### src/rtl/nmod_pkg.sv
package nmod_pkg;

    // Phases of one feedback period
    typedef enum logic [1:0] {
        ST_HOLD    = 2'd0,
        ST_SWALLOW = 2'd1,
        ST_MAIN    = 2'd2
    } nmod_state_e;

endpackage

### src/rtl/nmod_cfg_check.sv
module nmod_cfg_check #(
    parameter int A_W = 6,
    parameter int B_W = 13
) (
    input  logic [A_W-1:0] swallow_i,
    input  logic [B_W-1:0] main_i,
    output logic           invalid_o
);

    logic [B_W-1:0] swallow_ext;

    // Widen A to the width of B before comparing; the variant depends on the widths
    generate
        if (B_W > A_W) begin : g_pad
            assign swallow_ext = {{(B_W-A_W){1'b0}}, swallow_i};
        end else begin : g_same
            assign swallow_ext = swallow_i[B_W-1:0];
        end
    endgenerate

    always_comb begin
        invalid_o = (main_i < swallow_ext) || (main_i == '0);
    end

endmodule

### src/rtl/nmod_dcount.sv
module nmod_dcount #(
    parameter int W = 8
) (
    input  logic         clk,
    input  logic         rst_n,
    input  logic         load,
    input  logic [W-1:0] load_val,
    input  logic         dec,
    output logic [W-1:0] cnt,
    output logic         at_one
);

    localparam logic [W-1:0] ONE = W'(1);

    always_ff @(posedge clk or negedge rst_n) begin
        if (!rst_n) begin
            cnt <= '0;
        end else if (load) begin
            cnt <= load_val;
        end else if (dec) begin
            cnt <= cnt - ONE;
        end
    end

    always_comb begin
        at_one = (cnt == ONE);
    end

endmodule

### src/rtl/nmod_feedback_div.sv
module nmod_feedback_div #(
    parameter int A_W    = 6,
    parameter int B_W    = 13,
    parameter int MODE_W = 2
) (
    input  logic              clk_psc,
    input  logic              rst_n,
    input  logic [A_W-1:0]    swallow_i,
    input  logic [B_W-1:0]    main_i,
    input  logic [MODE_W-1:0] psc_mode_i,
    output logic              mod_ctl_o,
    output logic              div_pulse_o,
    output logic [MODE_W-1:0] psc_mode_o,
    output logic              cfg_invalid_o
);
    import nmod_pkg::*;

    nmod_state_e       state_q;
    nmod_state_e       state_d;
    nmod_state_e       entry_state;

    logic              cfg_bad;
    logic              boundary;
    logic              load_cfg;
    logic              run_q;

    logic [A_W-1:0]    a_cnt;
    logic [B_W-1:0]    b_cnt;
    logic              a_one;
    logic              b_one;
    logic              a_dec;
    logic              b_dec;
    logic [MODE_W-1:0] mode_q;

    nmod_cfg_check #(
        .A_W (A_W),
        .B_W (B_W)
    ) u_cfg (
        .swallow_i (swallow_i),
        .main_i    (main_i),
        .invalid_o (cfg_bad)
    );

    // Swallow counter: remaining P+1 cycles in this period
    nmod_dcount #(
        .W (A_W)
    ) u_acnt (
        .clk      (clk_psc),
        .rst_n    (rst_n),
        .load     (load_cfg),
        .load_val (swallow_i),
        .dec      (a_dec),
        .cnt      (a_cnt),
        .at_one   (a_one)
    );

    // Main counter: remaining prescaler cycles in this period
    nmod_dcount #(
        .W (B_W)
    ) u_bcnt (
        .clk      (clk_psc),
        .rst_n    (rst_n),
        .load     (load_cfg),
        .load_val (main_i),
        .dec      (b_dec),
        .cnt      (b_cnt),
        .at_one   (b_one)
    );

    // A period ends at the terminal count or while idling
    always_comb begin
        run_q       = (state_q != ST_HOLD);
        boundary    = !run_q || b_one;
        load_cfg    = boundary && !cfg_bad;
        entry_state = cfg_bad ? ST_HOLD
                    : ((swallow_i == '0) ? ST_MAIN : ST_SWALLOW);
    end

    // State register
    always_ff @(posedge clk_psc or negedge rst_n) begin
        if (!rst_n) begin
            state_q <= ST_HOLD;
        end else begin
            state_q <= state_d;
        end
    end

    // Next-state logic
    always_comb begin
        state_d = state_q;
        unique case (state_q)
            ST_HOLD: begin
                state_d = entry_state;
            end
            ST_SWALLOW: begin
                if (b_one) begin
                    state_d = entry_state;
                end else if (a_one) begin
                    state_d = ST_MAIN;
                end else begin
                    state_d = ST_SWALLOW;
                end
            end
            ST_MAIN: begin
                if (b_one) begin
                    state_d = entry_state;
                end else begin
                    state_d = ST_MAIN;
                end
            end
            default: begin
                state_d = ST_HOLD;
            end
        endcase
    end

    // Counter stepping
    always_comb begin
        a_dec = (state_q == ST_SWALLOW) && !b_one;
        b_dec = run_q && !b_one;
    end

    // Mode applied to the prescaler, captured only at a boundary
    always_ff @(posedge clk_psc or negedge rst_n) begin
        if (!rst_n) begin
            mode_q <= '0;
        end else if (load_cfg) begin
            mode_q <= psc_mode_i;
        end
    end

    // Outputs
    always_comb begin
        mod_ctl_o     = 1'b0;
        div_pulse_o   = 1'b0;
        psc_mode_o    = mode_q;
        cfg_invalid_o = cfg_bad;
        unique case (state_q)
            ST_HOLD: begin
                mod_ctl_o   = 1'b0;
                div_pulse_o = 1'b0;
            end
            ST_SWALLOW: begin
                mod_ctl_o   = 1'b1;
                div_pulse_o = b_one;
            end
            ST_MAIN: begin
                mod_ctl_o   = 1'b0;
                div_pulse_o = b_one;
            end
            default: begin
                mod_ctl_o   = 1'b0;
                div_pulse_o = 1'b0;
            end
        endcase
    end

endmodule

### config.mk
export PLATFORM = sky130hd
export DESIGN_NAME = nmod_feedback_div
export DESIGN_NICKNAME = d
export VERILOG_FILES = /design/src/rtl/nmod_pkg.sv /design/src/rtl/nmod_cfg_check.sv /design/src/rtl/nmod_dcount.sv /design/src/rtl/nmod_feedback_div.sv
export SDC_FILE = /design/constraint.sdc
export NUM_CORES = 1
export LEC_CHECK = 0
export BUFFER_PORTS_ARGS = -buffer_cell sky130_fd_sc_hd__buf_2
export CAP_MARGIN = 10
export CORE_MARGIN = 2
export CORE_UTILIZATION = 30
export DETAILED_ROUTE_END_ITERATION = 16
export PLACE_DENSITY = 0.5
export SLEW_MARGIN = 20
export SYNTH_ARGS = -nofsm -noshare
export SYNTH_HDL_FRONTEND = slang
export SYNTH_SLANG_ARGS = --single-unit
### constraint.sdc
create_clock -name clk_psc -period 2.3 [get_ports clk_psc]
set_input_delay 0.23 -clock clk_psc [delete_from_list [all_inputs] [get_ports clk_psc]]
set_output_delay 0.23 -clock clk_psc [all_outputs]
set_load 0.005 [all_outputs]
==> results.md <==
- Inserted Clock Buffers: 3
- Post-synth EDFFs: 0
- Tcrit/Tclk final: a little over nine tenths
- Routed WL: between 4 and 5 mm
- Final Util: a little over two fifths
- CTS tree: built
- Worst Setup Path Type: register to register
- Slew margin rel.: 61.6%
- Boundary Pins: 28
- Yosys reg bits: 23
- Mapped Area: around 1600 um2
- Count of final max-slew check failures: 0
- Final Hold Viols: 0
- Total GRT Usage: ~16%
- RSZ-0062 raised after global routing: true
- CP Capture Type: register
- Worst Hold Class: primary input to register
- Setup-failing EPs final: 0
- Gr ovfl total: 0
- Lkg Pwr: 1.01 nW
- Final instance area: 2220 um2
- Largest net degree at the start of global routing: 24
- Clk sinks: 23
- Clk_lat worst skew: 0.27 ns
- Peak supply drop: 0.510 mV
- Nets: 279
- Vias in the first global route: roughly 1600
- Post-route minimum period: 2.27 ns
- First-pass GRT wire length: 7.50 mm
- Initial antenna violation count: 0
- Final hold slack: ~0.19 ns
- Worst Path Arrival: roughly 2.4 ns
- Proportion of layout cells with a drive suffix above 1: a little over a third
- Worst Tran Pin Value: around 0.58 ns
- DR iter-0 viols: 88
- Num rows: 26
- Cell Count, Final, Fillers Out: 312
- GP Congestion: around 0.76
- Worst EP required: 2.46 ns
- IO Port Bufs: 27
- Max cap viols: 0
- DRT Pass-1 Iters: 4
- Placed Area: 2010 um2
- Clk slew on worst S/H paths: 0.09 ns
- Fraction of registers with async set or reset after synthesis: 100%
- Worst Path Max Fanout: 8
- Leading cell types in the layout, fill and taps excluded: buf_4, buf_2, dfrtp_1, nor2_1, inv_1
- Drt wl/cell: approximately 15 um
- PwrDens: ~1100 nW/um2
- Commonest non-fill, non-tap cell in the layout: buf_4
- Status: completed
- Via Count: around 1600
- Initial Utilization: a little under a third
- Vias/cell: roughly 5.1
- Die area: approximately 6000 um2
- FMAX: between 400 and 500 MHz
- Area grow syn2layout: 36.6%
- Count of mapped cells out of synthesis: between 150 and 200
- Dpl cells: 300
- DRC: 0
- Post-synthesis cell type count: 42
- CTS H-tree lvls: 1
- Top_reg_cell synth: dfrtp_1
- Syn nets: roughly 220
- Number of diodes: 0
- Crit path launch type: register
- HPWL Detailed: roughly 3.4 mm
- Clk root buf: clkbuf_8
- Core footprint: 5170 um2
- Clk buf depth: 2
- Die width: 77.6 um
- Register area share after synthesis: 35.4%
- Antenna Violating Nets Remaining: 0
- Synth warn: 0
- Post-Syn Area per Cell: 8.98 um2
- Worst Skew: 0.00426 ns
- Die Span Y: around 78 um
- Setup TNS: 0 ns
-- per-stage QoR --
step                      power, mW  setup WS [ns]
after floorplan                1.57          0.129
after global placement         2.00         0.0550
after detailed placement       2.01        0.00395
after CTS                      2.29        0.00304
after global routing           2.76        -0.0390
final                          2.54         0.0295
-- synthesized netlist by cell type (2+ instances only) --
master	instances	area share, %
dfrtp_1	23	35
nor2_1	18	4.2
inv_1	15	3.5
nor3_1	14	4.3
ha_1	13	10
a21oi_1	10	3.1
nand2_1	10	2.3
nand3_1	9	2.8
o21ai_0	7	2.2
a31oi_1	4	1.5
or3_1	4	1.5
a211o_1	3	1.6
mux2i_1	3	1.8
nand2b_1	3	1.2
nor4_1	3	1.2
o211ai_1	3	1.4
o221a_2	3	2.1
o311a_1	3	1.8
xor2_1	3	1.6
a41oi_1	2	1.1
and2_1	2	0.77
buf_6	2	1.4
mux2_2	2	1.4
nand2_4	2	1.4
nand4_1	2	0.77
or4_1	2	0.92
-- metal layers --
layer / up-vias / GRT usage (%) / wire length (um)
li1: 794 / - / -
met1: 771 / 19.7 / 2130
met2: 31 / 27.6 / 2330
met3: 6 / 2.79 / 152
met4: 0 / 3.21 / 42
met5: - / 0 / 0
-- sequential cells by signal (all words and copies together), names as in the netlist --
signal / flops
state_q: 2
u_acnt.cnt: 6
psc_mode_o: 2
u_bcnt.cnt: 13
-- cell type report --
type,instances,area [um2]
timing repair buffer,60,419
tap,70,87.6
multi-input combinational,140,1040
clock buffer,4,45.0
fill,521,2950
sequential,23,576
inverter,15,56.3
-- critical path, stage by stage, from the launching register on --
cell and delay, ns:
dfrtp_1 0.39, inv_2 0.08, ha_4 0.11, or4b_4 0.47, or4_4 0.49, nand2_8 0.13
nand3_4 0.15, mux2_4 0.33
-- what timing repair did --
action                                  in CTS  in global routing
cloned                                       0                  2
buffers inserted                             0                  5
endpoints found under the setup margin       3                 18
hold buffers                                 1                  0
gates resized for setup                      1                 18
hold endpoints to repair                    23                  0
pin swaps                                    0                  1
-- final timing paths --
path	from	endpoint	slack [ns]	cells past startpoint
max in group asynchronous	rst_n	psc_mode_o[1]	1.43	2
max	u_bcnt.cnt[1]	psc_mode_o[1]	0.03	7
min	main_i[11]	u_bcnt.cnt[11]	0.19	3
min in group asynchronous	rst_n	state_q[0]	0.48	2
min reg2reg	u_bcnt.cnt[11]	u_bcnt.cnt[11]	0.50	2
max reg2reg	u_bcnt.cnt[1]	psc_mode_o[1]	0.03	7
-- power breakdown --
group / total, mW / internal (mW) / switching, mW
logic: 1.51 / 0.764 / 0.750
registers: 0.761 / 0.605 / 0.156
clock network: 0.267 / 0.124 / 0.143
-- cell families after synthesis --
kind of cell             synth area share, %
AO/OA/AOI/OAI                           19.0
XOR/XNOR                                1.62
adder cells (fa/ha/maj)                 10.0
buffers and inverters                   5.62
flip-flops                              35.4
multiplexers                            3.23
AND/OR/NAND/NOR                         25.1
Power figures use the tool's default switching activity.
